$ cat src/rtl/ovlSeqPkg.sv
package ovlSeqPkg;

  typedef enum logic [1:0] {
    WS_BOOT,
    WS_OSC,
    WS_IL
  } waitSel_e;

  typedef enum logic [2:0] {
    WR_LEVEL,
    WR_INTER,
    WR_LOCK,
    WR_PAL,
    WR_OFF,
    WR_ON
  } wrSel_e;

  typedef struct packed {
    logic     aclrLoad;
    logic     waitLoad;
    waitSel_e waitSel;
    logic     seqWr;
    wrSel_e   wrSel;
    logic     hostPass;
  } ctlStb_t;

  // field encodings decoded by the display controller
  localparam logic [3:0] LEVEL_BITS = 4'b0101;
  localparam logic [3:0] MODE_INTER = 4'b0011;
  localparam logic [3:0] MODE_LOCK  = 4'b1111;
  localparam logic [3:0] DISP_OFF   = 4'b0000;
  localparam logic [3:0] DISP_ON    = 4'b0011;

endpackage

$ cat src/rtl/ovlMsTick.sv
module ovlMsTick #(
  parameter int CLK_PER_MS = 27000
) (
  input  logic clk,
  input  logic rstN,
  input  logic clear,
  input  logic run,
  output logic tick
);
  localparam int CW = (CLK_PER_MS > 1) ? $clog2(CLK_PER_MS) : 1;
  localparam logic [CW-1:0] LAST = CW'(CLK_PER_MS - 1);

  logic [CW-1:0] preCnt;

  always_ff @(posedge clk or negedge rstN) begin
    if (!rstN) begin
      preCnt <= '0;
    end else if (clear) begin
      preCnt <= '0;
    end else if (run) begin
      preCnt <= (preCnt == LAST) ? '0 : preCnt + 1'b1;
    end
  end

  assign tick = run && !clear && (preCnt == LAST);

  generate
    if (CLK_PER_MS > 1) begin : g_gapChk
      // a restarted prescaler never yields back-to-back ticks
      a_r5_tick_gap: assert property (@(posedge clk) disable iff (!rstN)
        tick |=> !tick);
    end
  endgenerate

endmodule

$ cat src/rtl/ovlSeqData.sv
module ovlSeqData
  import ovlSeqPkg::*;
#(
  parameter int AW         = 4,
  parameter int DW         = 8,
  parameter int CLK_PER_MS = 27000,
  parameter int MS_BOOT    = 200,
  parameter int MS_OSC     = 20,
  parameter int MS_IL      = 30,
  parameter int ACLR_CYC   = 16,
  parameter int A_LEVEL    = 1,
  parameter int A_MODE     = 2,
  parameter int A_PALETTE  = 3,
  parameter int A_DISP     = 4,
  parameter logic [DW-1:0] PAL_INIT = '0
) (
  input  logic          clk,
  input  logic          rstN,
  input  ctlStb_t       ctl,
  input  logic          hostWrEn,
  input  logic [AW-1:0] hostAddr,
  input  logic [DW-1:0] hostData,
  input  logic          wrReady,
  output logic          waitDone,
  output logic          aclrDone,
  output logic          wrEn,
  output logic [AW-1:0] wrAddr,
  output logic [DW-1:0] wrData
);
  localparam int MS_MAX = (MS_BOOT > MS_OSC) ?
                          ((MS_BOOT > MS_IL) ? MS_BOOT : MS_IL) :
                          ((MS_OSC > MS_IL) ? MS_OSC : MS_IL);
  localparam int MSW = $clog2(MS_MAX + 1);
  localparam int ACW = $clog2(ACLR_CYC + 1);

  logic [MSW-1:0] waitCnt;
  logic [ACW-1:0] aclrCnt;
  logic           msTick;
  logic           waitRun;

  function automatic logic [MSW-1:0] waitLen(waitSel_e s);
    case (s)
      WS_BOOT: waitLen = MSW'(MS_BOOT);
      WS_OSC:  waitLen = MSW'(MS_OSC);
      default: waitLen = MSW'(MS_IL);
    endcase
  endfunction

  assign waitRun = (waitCnt != '0);

  ovlMsTick #(.CLK_PER_MS(CLK_PER_MS)) i_tick (
    .clk  (clk),
    .rstN (rstN),
    .clear(ctl.waitLoad),
    .run  (waitRun),
    .tick (msTick)
  );

  always_ff @(posedge clk or negedge rstN) begin
    if (!rstN) begin
      waitCnt <= '0;
    end else if (ctl.waitLoad) begin
      waitCnt <= waitLen(ctl.waitSel);
    end else if (msTick) begin
      waitCnt <= waitCnt - 1'b1;
    end
  end

  always_ff @(posedge clk or negedge rstN) begin
    if (!rstN) begin
      aclrCnt <= '0;
    end else if (ctl.aclrLoad) begin
      aclrCnt <= ACW'(ACLR_CYC - 1);
    end else if (aclrCnt != '0) begin
      aclrCnt <= aclrCnt - 1'b1;
    end
  end

  assign waitDone = !waitRun;
  assign aclrDone = (aclrCnt == '0);

  always_comb begin
    wrEn   = 1'b0;
    wrAddr = hostAddr;
    wrData = hostData;
    if (ctl.seqWr) begin
      wrEn = 1'b1;
      case (ctl.wrSel)
        WR_LEVEL: begin wrAddr = AW'(A_LEVEL);   wrData = DW'(LEVEL_BITS); end
        WR_INTER: begin wrAddr = AW'(A_MODE);    wrData = DW'(MODE_INTER); end
        WR_LOCK:  begin wrAddr = AW'(A_MODE);    wrData = DW'(MODE_LOCK);  end
        WR_PAL:   begin wrAddr = AW'(A_PALETTE); wrData = PAL_INIT;        end
        WR_OFF:   begin wrAddr = AW'(A_DISP);    wrData = DW'(DISP_OFF);   end
        default:  begin wrAddr = AW'(A_DISP);    wrData = DW'(DISP_ON);    end
      endcase
    end else if (ctl.hostPass) begin
      wrEn = hostWrEn && wrReady;
    end
  end

  // nothing leaves the port unless the port accepts it
  a_r7_ready_gate: assert property (@(posedge clk) disable iff (!rstN)
    wrEn |-> wrReady);
  // the control never strobes a write while an interval is counting
  a_r5_no_seq_write_in_wait: assert property (@(posedge clk) disable iff (!rstN)
    waitRun |-> !ctl.seqWr);
  // host traffic is never let through during an interval
  a_r6_no_pass_in_wait: assert property (@(posedge clk) disable iff (!rstN)
    waitRun |-> !(wrEn && !ctl.seqWr));

endmodule

$ cat src/rtl/ovlSeqCtrl.sv
module ovlSeqCtrl
  import ovlSeqPkg::*;
(
  input  logic    clk,
  input  logic    rstN,
  input  logic    startReq,
  input  logic    modeSel,
  input  logic    setupDone,
  input  logic    wrReady,
  input  logic    waitDone,
  input  logic    aclrDone,
  output ctlStb_t ctl,
  output logic    busy,
  output logic    done,
  output logic    autoClrN,
  output logic    hostWindow
);
  typedef enum logic [3:0] {
    ST_IDLE,
    ST_ACLR,
    ST_W_BOOT,
    ST_WR_LEVEL,
    ST_W_LEVEL,
    ST_WR_INTER,
    ST_W_INTER,
    ST_WR_LOCK,
    ST_WR_PAL,
    ST_W_PAL,
    ST_WR_OFF,
    ST_W_OFF,
    ST_HOST,
    ST_WR_ON
  } state_e;

  state_e state, stateNx;
  logic   syncMode, doneQ;

  always_comb begin
    stateNx  = state;
    ctl      = '0;
    ctl.wrSel   = WR_ON;
    ctl.waitSel = WS_OSC;
    unique case (state)
      ST_IDLE: begin
        ctl.hostPass = 1'b1;
        if (startReq) begin
          if (modeSel) begin
            stateNx = ST_WR_OFF;
          end else begin
            ctl.aclrLoad = 1'b1;
            stateNx = ST_ACLR;
          end
        end
      end
      ST_ACLR: if (aclrDone) begin
        ctl.waitLoad = 1'b1;
        ctl.waitSel  = WS_BOOT;
        stateNx = ST_W_BOOT;
      end
      ST_W_BOOT:  if (waitDone) stateNx = ST_WR_LEVEL;
      ST_WR_LEVEL: begin
        ctl.wrSel = WR_LEVEL;
        if (wrReady) begin
          ctl.seqWr    = 1'b1;
          ctl.waitLoad = 1'b1;
          ctl.waitSel  = WS_OSC;
          stateNx = ST_W_LEVEL;
        end
      end
      ST_W_LEVEL: if (waitDone) stateNx = ST_WR_INTER;
      ST_WR_INTER: begin
        ctl.wrSel = WR_INTER;
        if (wrReady) begin
          ctl.seqWr    = 1'b1;
          ctl.waitLoad = 1'b1;
          ctl.waitSel  = WS_IL;
          stateNx = ST_W_INTER;
        end
      end
      ST_W_INTER: if (waitDone) stateNx = ST_WR_LOCK;
      ST_WR_LOCK: begin
        ctl.wrSel = WR_LOCK;
        if (wrReady) begin
          ctl.seqWr = 1'b1;
          stateNx = syncMode ? ST_HOST : ST_WR_PAL;
        end
      end
      ST_WR_PAL: begin
        ctl.wrSel = WR_PAL;
        if (wrReady) begin
          ctl.seqWr    = 1'b1;
          ctl.waitLoad = 1'b1;
          ctl.waitSel  = WS_OSC;
          stateNx = ST_W_PAL;
        end
      end
      ST_W_PAL: if (waitDone) stateNx = ST_HOST;
      ST_WR_OFF: begin
        ctl.wrSel = WR_OFF;
        if (wrReady) begin
          ctl.seqWr    = 1'b1;
          ctl.waitLoad = 1'b1;
          ctl.waitSel  = WS_OSC;
          stateNx = ST_W_OFF;
        end
      end
      ST_W_OFF: if (waitDone) stateNx = ST_WR_INTER;
      ST_HOST: begin
        ctl.hostPass = 1'b1;
        if (setupDone) stateNx = ST_WR_ON;
      end
      ST_WR_ON: begin
        ctl.wrSel = WR_ON;
        if (wrReady) begin
          ctl.seqWr = 1'b1;
          stateNx = ST_IDLE;
        end
      end
      default: stateNx = ST_IDLE;
    endcase
  end

  always_ff @(posedge clk or negedge rstN) begin
    if (!rstN) begin
      state    <= ST_IDLE;
      syncMode <= 1'b0;
      doneQ    <= 1'b0;
    end else begin
      state <= stateNx;
      doneQ <= (state == ST_WR_ON) && wrReady;
      if (state == ST_IDLE && startReq) syncMode <= modeSel;
    end
  end

  assign busy       = (state != ST_IDLE);
  assign done       = doneQ;
  assign autoClrN   = (state != ST_ACLR);
  assign hostWindow = (state == ST_HOST);

  // completion is a single-cycle pulse seen only once idle again
  a_r8_done_single: assert property (@(posedge clk) disable iff (!rstN)
    done |=> !done);
  a_r8_done_idle: assert property (@(posedge clk) disable iff (!rstN)
    done |-> !busy);
  // a running sequence is not restarted by a new request
  a_r9_start_ignored: assert property (@(posedge clk) disable iff (!rstN)
    (busy && startReq && state != ST_WR_ON) |=> busy);
  // the window only closes on the host's signal
  a_r10_window_hold: assert property (@(posedge clk) disable iff (!rstN)
    (hostWindow && !setupDone) |=> hostWindow);

endmodule

$ cat src/rtl/ovlInitSeq.sv
module ovlInitSeq
  import ovlSeqPkg::*;
#(
  parameter int AW         = 4,
  parameter int DW         = 8,
  parameter int CLK_PER_MS = 27000,
  parameter int MS_BOOT    = 200,
  parameter int MS_OSC     = 20,
  parameter int MS_IL      = 30,
  parameter int ACLR_CYC   = 16,
  parameter int A_LEVEL    = 1,
  parameter int A_MODE     = 2,
  parameter int A_PALETTE  = 3,
  parameter int A_DISP     = 4,
  parameter logic [DW-1:0] PAL_INIT = '0
) (
  input  logic          clk,
  input  logic          rstN,
  input  logic          startReq,
  input  logic          modeSel,
  input  logic          setupDone,
  input  logic          hostWrEn,
  input  logic [AW-1:0] hostAddr,
  input  logic [DW-1:0] hostData,
  input  logic          wrReady,
  output logic          wrEn,
  output logic [AW-1:0] wrAddr,
  output logic [DW-1:0] wrData,
  output logic          autoClrN,
  output logic          busy,
  output logic          done,
  output logic          hostWindow
);
  ctlStb_t ctl;
  logic    waitDone, aclrDone;

  ovlSeqCtrl i_ctrl (
    .clk       (clk),
    .rstN      (rstN),
    .startReq  (startReq),
    .modeSel   (modeSel),
    .setupDone (setupDone),
    .wrReady   (wrReady),
    .waitDone  (waitDone),
    .aclrDone  (aclrDone),
    .ctl       (ctl),
    .busy      (busy),
    .done      (done),
    .autoClrN  (autoClrN),
    .hostWindow(hostWindow)
  );

  ovlSeqData #(
    .AW(AW), .DW(DW), .CLK_PER_MS(CLK_PER_MS),
    .MS_BOOT(MS_BOOT), .MS_OSC(MS_OSC), .MS_IL(MS_IL), .ACLR_CYC(ACLR_CYC),
    .A_LEVEL(A_LEVEL), .A_MODE(A_MODE), .A_PALETTE(A_PALETTE), .A_DISP(A_DISP),
    .PAL_INIT(PAL_INIT)
  ) i_data (
    .clk     (clk),
    .rstN    (rstN),
    .ctl     (ctl),
    .hostWrEn(hostWrEn),
    .hostAddr(hostAddr),
    .hostData(hostData),
    .wrReady (wrReady),
    .waitDone(waitDone),
    .aclrDone(aclrDone),
    .wrEn    (wrEn),
    .wrAddr  (wrAddr),
    .wrData  (wrData)
  );

  // no write of any kind while auto-clear is held
  a_r2_quiet_in_aclr: assert property (@(posedge clk) disable iff (!rstN)
    !autoClrN |-> !wrEn);
  // outside idle and the window only the sequencer drives the port
  a_r6_host_blocked: assert property (@(posedge clk) disable iff (!rstN)
    (busy && !hostWindow && wrEn) |-> (wrAddr == AW'(A_LEVEL) ||
      wrAddr == AW'(A_MODE) || wrAddr == AW'(A_PALETTE) || wrAddr == AW'(A_DISP)));

endmodule

$ cat config.mk
export PLATFORM = sky130hd
export DESIGN_NAME = ovlInitSeq
export DESIGN_NICKNAME = d
export VERILOG_FILES = /design/src/rtl/ovlSeqPkg.sv /design/src/rtl/ovlMsTick.sv /design/src/rtl/ovlSeqData.sv /design/src/rtl/ovlSeqCtrl.sv /design/src/rtl/ovlInitSeq.sv
export SDC_FILE = /design/constraint.sdc
export NUM_CORES = 1
export LEC_CHECK = 0
export ABC_AREA = 1
export CAP_MARGIN = 20
export CORE_AREA = 2 2 85 87
export DETAILED_ROUTE_END_ITERATION = 10
export DIE_AREA = 0 0 87 89
export GPL_ROUTABILITY_DRIVEN = 1
export PLACE_DENSITY = 0.69
export SLEW_MARGIN = 20
export SYNTH_ARGS = -nofsm -noshare
export SYNTH_HDL_FRONTEND = slang
export SYNTH_SLANG_ARGS = --single-unit
$ cat constraint.sdc
create_clock -name clk -period 2 [get_ports clk]
set_input_delay 0.4 -clock clk [delete_from_list [all_inputs] [get_ports clk]]
set_output_delay 0.4 -clock clk [all_outputs]
set_load 0.01 [all_outputs]
After elaboration in Yosys (flattened, before gate mapping). Cells that the tools add are included.

Add/subtract/negate cells: 3. Equal/unequal tests: 33. Multiplexer cells: 40. Reductions and logical operators: 22.

Operators with widths (number): 4-bit two-way mux (17); 4-bit one-hot mux with 13 select lines (1); 15-bit two-way mux (3); 2-bit inequality test, second input constant (13); 4-bit == test, second input constant (6); 8-bit two-way mux (3); 4-bit one-hot mux with 6 select lines (1); 3-bit one-hot mux with 3 select lines (2); 4-bit by 3-bit == test with 1-bit output, second input constant (4); 8-bit one-hot mux with 2 select lines (1); 15-bit by 1-bit adder with 15-bit output, second input constant (1); 15-bit == test, second input constant (1); 13-bit AND reduction (1); 4-bit one-hot mux with 3 select lines (1); 5-bit two-way mux (2); 4-bit by 2-bit == test with 1-bit output, second input constant (2); 8-bit nonzero test (1); 2-bit OR reduction (4); 8-bit by 1-bit subtractor with 8-bit output, second input constant (1); 1-bit two-way mux (7); 3-bit by 2-bit == test with 1-bit output, second input constant (2); 3-bit two-way mux (2); 2-bit nonzero test (3); 1-bit logical AND (5); other kinds (14) (14).

Flip-flop bits (word level): 34. Word-level logic and storage cells: 104.

Longest topological paths before layout.
Depth after elaboration: 8. Mapped depth: 10.

By module. Synthesis repeated with hierarchy kept, for this count alone.

Cells, all modules: 397. Area total of the unflattened synthesis: 2596.2 µm².

Modules (own cells, without submodules): ovlMsTick (times used 1, cells each 145, area an instance 1003.5 µm², sequential area each 375.4 µm²); ovlSeqData (times used 1, cells each 135, area an instance 908.4 µm², sequential area each 325.3 µm²); ovlSeqCtrl (times used 1, cells each 117, area an instance 684.4 µm², sequential area each 150.1 µm²).

Least setup slack after synthesis. OpenSTA, ideal clock, no wires.

Kind: reg-to-output. Start point: register i_ctrl.state[3]. End point: output wrAddr[1]. Arrival time: 1.299 ns. Setup slack: 0.301 ns. Stages on the path, launching flop included: 9. Buffers on the path: 2. Cell sequence: dfrtp_1 buf_6 clkinv_1 nor2_1 nand2_1 nand3_2 o21ai_2 buf_4 o21ai_1.

Longest elaborated chain between the ends: 6.

Ends and longest elaborated chain: from (decl) (line ovlSeqCtrl.sv:35) `state_e state, stateNx;`; from (signal assigned) (line ovlSeqCtrl.sv:129) `state <= stateNx;`; 4-bit == test, or another cell as far along (line ovlSeqCtrl.sv:43) `unique case (state)`; 4-bit one-hot mux with 6 select lines (*) (line ovlSeqCtrl.sv:43); 3-bit by 1-bit == test with 1-bit output / 3-bit by 2-bit == test with 1-bit output (equally long branches) (line ovlSeqData.sv:88) `case (ctl.wrSel)`; 2-bit OR reduction (no line); 3-bit one-hot mux with 3 select lines (line ovlSeqData.sv:88); 4-bit two-way mux (*) (line ovlSeqData.sv:86) `if (ctl.seqWr) begin`; to (decl) (line ovlInitSeq.sv:27) `output logic [AW-1:0] wrAddr,`.

Mark *: on every way between the ends. The rest lies on a longest branch, timed or not.

Final worst setup path.
Start point: register i_ctrl.state[1]. End point: output wrAddr[1].

Same word-level chain as after synthesis.

==> out/results.ini <==
[run_status]
run_status = complete, but fails checks
failing_checks = setup timing

[sta]
worst_path_setup_slack_after_routing_ns = -0.1338
max_slew.worst_pin.slew_ns = 0.4407
final_hold_viol_count = 0
final.min_clock_period_ns = 2.134
finalSetupTns_ns = -0.9181
unrepaired_setup_endpoints_after_global_routing = true
finalSetupViolCount = 11
max_slew_headroom = 0.7062
final_min_period_over_clock_period = 1.067
hold-worst-slack_ns = 0.4772
report.final.slew_viol_count = 0
finalClockSkew_ns = 0.01005
max_freq_mhz = 468.7

[clock_network]
later_pin_clock_latency_in_the_skew_report_ns = 0.29
clock_sinks = 34
number_of_cts_inserted_buffers = 5
tritoncts_clock_tree = yes
cts_htree_levels = 2
cts-root-buf = clkbuf_8
clock_path_buffers = 2
cts.clk_slew.worst_paths_ns = 0.07
cts.hold.buffers_added = 0

[place]
place.port_buffers = 35
post_dp_cell_area_mm2 = 0.003316
dpl_worst_slack_ns = -0.3218
finalWeightedCongestion = 0.9222
placed_cells = 531
post_detail_place_hpwl_mm = 4.709

[critical_path]
worst_ep_arrival_time_ns = 1.73
crit_required_ns = 1.60
ff2ff_path_depth = 11
endpoint = wrAddr[1]
critical_path.endpoint_type = primary output
source_of_the_worst_register_to_register_timing_path = i_ctrl.state[1]$_DFFE_PN0P_
rrSetupSlack_ns = 0.23
cp_slowest_stage_delay_ns = 0.46
path_class = flop to primary output
r2r_end = i_data.i_tick.preCnt[8]$_DFFE_PN0P_
cp_slowest_cell = dfrtp_2
launching_element_type_of_the_critical_path = flop
critical_path.cell_chain = nand2_2, inv_2, nand2_4, nand3_4, o21ai_4, buf_6, buf_6, nand2_2, o21ai_1, buf_2
crit_startpoint = i_ctrl.state[1]$_DFFE_PN0P_
crit_fanout = 6

[final_layout]
antenna_cells_inserted = 0
layoutNonFillerInstCount = 554
synthesis_to_layout_area_growth_pct = 36.87
final_core_utilization = 0.5378
finalInstanceArea_mm2 = 0.003613
layout.nets = 497
final_layout_size_suffix_gt1_frac = 0.3059

[routing]
detailed_route_drc_error_count = 0
first_iter_violations = 120
totalWireLength_mm = 6.577
route.detailed.wl_per_inst_um = 11.87
detailroute.via_count = 2701
drt_pass1_iterations = 4
route.antenna.remaining_nets = 0
routed_via_density = 4.875

[pwr]
power.leakage_nw = 1.872
total_power_mw = 4.825
irDropWorstVdd_v = 0.0004193
power_density_mw_per_mm2 = 1335

[global_route]
grt_usage = 0.1839
grt_pass1_wl_mm = 11.44
via_count_of_the_first_global_routing_pass = 2649
maximum_number_of_pins_on_one_net_before_global_route_repair = 35
globalRoute.totalOverflow = 0
initial_antenna_violation_count = 0

[synthesis]
synth.ff_latch_count = 34
synth_cell_types = 35
synth_warnings = 0
seq_area_frac_synth = 0.3223
synthesis.nets = 408
syn-cell-area_mm2 = 0.002640
syn-mean-instance-area_um2 = 6.875
synth_cells = 384

[floorplanning]
die-height_um = 89
die_w_um = 87
floorplan.initialDensity = 0.3929
rows = 30
die_footprint_mm2 = 0.007743
core_area_mm2 = 0.006719
design.portCount = 36

[flow_run]
cap_viol_max_count = 0

[min_path]
hold_path.class = flop to flop

[critical path, delay by kind of cell (launching register included)]
family | cells | cell delay, ns
compound gates | 2 | 0.27
buf+inv | 4 | 0.41
simple gates | 4 | 0.29
flops | 1 | 0.46
[logic make-up after synthesis]
family	Yosys count	synth area share
flip-flops	34	0.3223
XOR/XNOR	9	0.02986
AO/OA/AOI/OAI	39	0.1033
AND/OR/NAND/NOR	240	0.4256
buffers and inverters	57	0.09526
adder cells (fa/ha/maj)	5	0.02370
[synthesized netlist by cell type]
cell / instances / share of area
nand2_1: 123 / 0.17
nor2_1: 46 / 0.065
inv_1: 43 / 0.061
dfrtp_1: 34 / 0.32
nand3_1: 30 / 0.057
nand2_2: 11 / 0.026
o21ai_2: 10 / 0.033
o21ai_0: 8 / 0.015
inv_2: 7 / 0.010
nand4_1: 7 / 0.017
nand2_4: 6 / 0.026
o21ai_1: 6 / 0.011
xor2_1: 6 / 0.020
ha_1: 5 / 0.024
o211ai_1: 5 / 0.014
a21oi_1: 4 / 0.0076
nand3_2: 4 / 0.015
nor2_2: 4 / 0.0095
nor3_1: 4 / 0.0076
xnor2_1: 3 / 0.010
buf_2: 2 / 0.0038
buf_6: 2 / 0.0085
nand3_4: 2 / 0.013
a21o_1: 1 / 0.0028
a21oi_2: 1 / 0.0033
a21oi_4: 1 / 0.0062
a31oi_1: 1 / 0.0024
and3_1: 1 / 0.0024
buf_12: 1 / 0.0076
buf_4: 1 / 0.0028
clkinv_1: 1 / 0.0014
nand4_2: 1 / 0.0047
nor2_8: 1 / 0.0076
o21a_1: 1 / 0.0028
o21bai_2: 1 / 0.0043
[how the worst min path moves through the flow]
| stage | cells past startpoint | slack [ns] | to | from |
|---|---|---|---|---|
| after global routing | 2 | 0.53 | i_data.waitCnt[0]$_DFFE_PN0P_ | i_data.waitCnt[0]$_DFFE_PN0P_ |
| after CTS | 2 | 0.48 | i_data.waitCnt[0]$_DFFE_PN0P_ | i_data.waitCnt[0]$_DFFE_PN0P_ |
| after global placement | 2 | 0.46 | i_data.waitCnt[0]$_DFFE_PN0P_ | i_data.waitCnt[0]$_DFFE_PN0P_ |
| after detailed placement | 2 | 0.47 | i_data.waitCnt[0]$_DFFE_PN0P_ | i_data.waitCnt[0]$_DFFE_PN0P_ |
| final | 2 | 0.48 | i_data.waitCnt[0]$_DFFE_PN0P_ | i_data.waitCnt[0]$_DFFE_PN0P_ |
| after floorplan | 0 | 0.10 | i_ctrl.done$_DFF_PN0_ | rstN |
[registers in the layout (all words and copies together) (netlist names)]
register and count:
i_ctrl.done 1, i_ctrl.state 4, i_ctrl.syncMode 1, i_data.aclrCnt 5, i_data.i_tick.preCnt 15, i_data.waitCnt 8
[power breakdown]
group | internal (mW) | switching (mW) | total [mW]
logic | 1.41 | 1.72 | 3.13
registers | 0.915 | 0.250 | 1.16
clock network | 0.278 | 0.255 | 0.532
total | 2.60 | 2.23 | 4.82
[timing repair]
action	in CTS	in global routing
gates resized for setup	84	23
setup buffers	8	6
setup endpoints to repair	16	16
pin swaps	5	8
hold endpoints to repair	0	0
gates cloned	1	0
[cell type report]
class / instances / area, um2
clock buffer: 7 / 86.33
inverter: 51 / 198.9
fill: 624 / 3105
sequential: 34 / 855.8
multi-input combinational: 294 / 1652
timing repair buffer: 87 / 715.7
tap: 80 / 100.1
clock inverter: 1 / 5.005
[cell usage in the layout (no fill, tap or decap), types with 2 or more instances in the layout]
master,netlist,final
nand2_1,123,115
inv_1,43,43
buf_4,1,43
nor2_1,46,40
nand3_1,30,30
dfrtp_1,34,30
clkdlybuf4s50_1,0,18
nand2_2,11,17
buf_6,2,12
o21ai_2,10,10
buf_2,2,10
nand2_4,6,8
o21ai_0,8,8
nand4_1,7,7
nor2_4,0,6
xor2_1,6,6
clkbuf_8,0,6
inv_2,7,5
o21ai_1,6,5
o211ai_1,5,5
ha_1,5,5
nor2_2,4,4
nor3_1,4,4
dfrtp_2,0,4
inv_4,0,3
nand3_4,2,3
nand3_2,4,3
a21oi_1,4,3
xnor2_1,3,3
o21ai_4,0,2
a21oi_2,1,2
dlygate4sd2_1,0,2
clkbuf_2,0,2
[routing by layer]
metal	part of all wire	routed length [um]	GRT usage	vias to the layer above
met3	0.056	367	0.04063	9
li1	-	-	-	1391
met2	0.50	3286	0.3310	62
met1	0.43	2838	0.2198	1239
met4	0.013	84	0.05398	0
met5	0	0	0	-
Power figures use the tool's default switching activity.
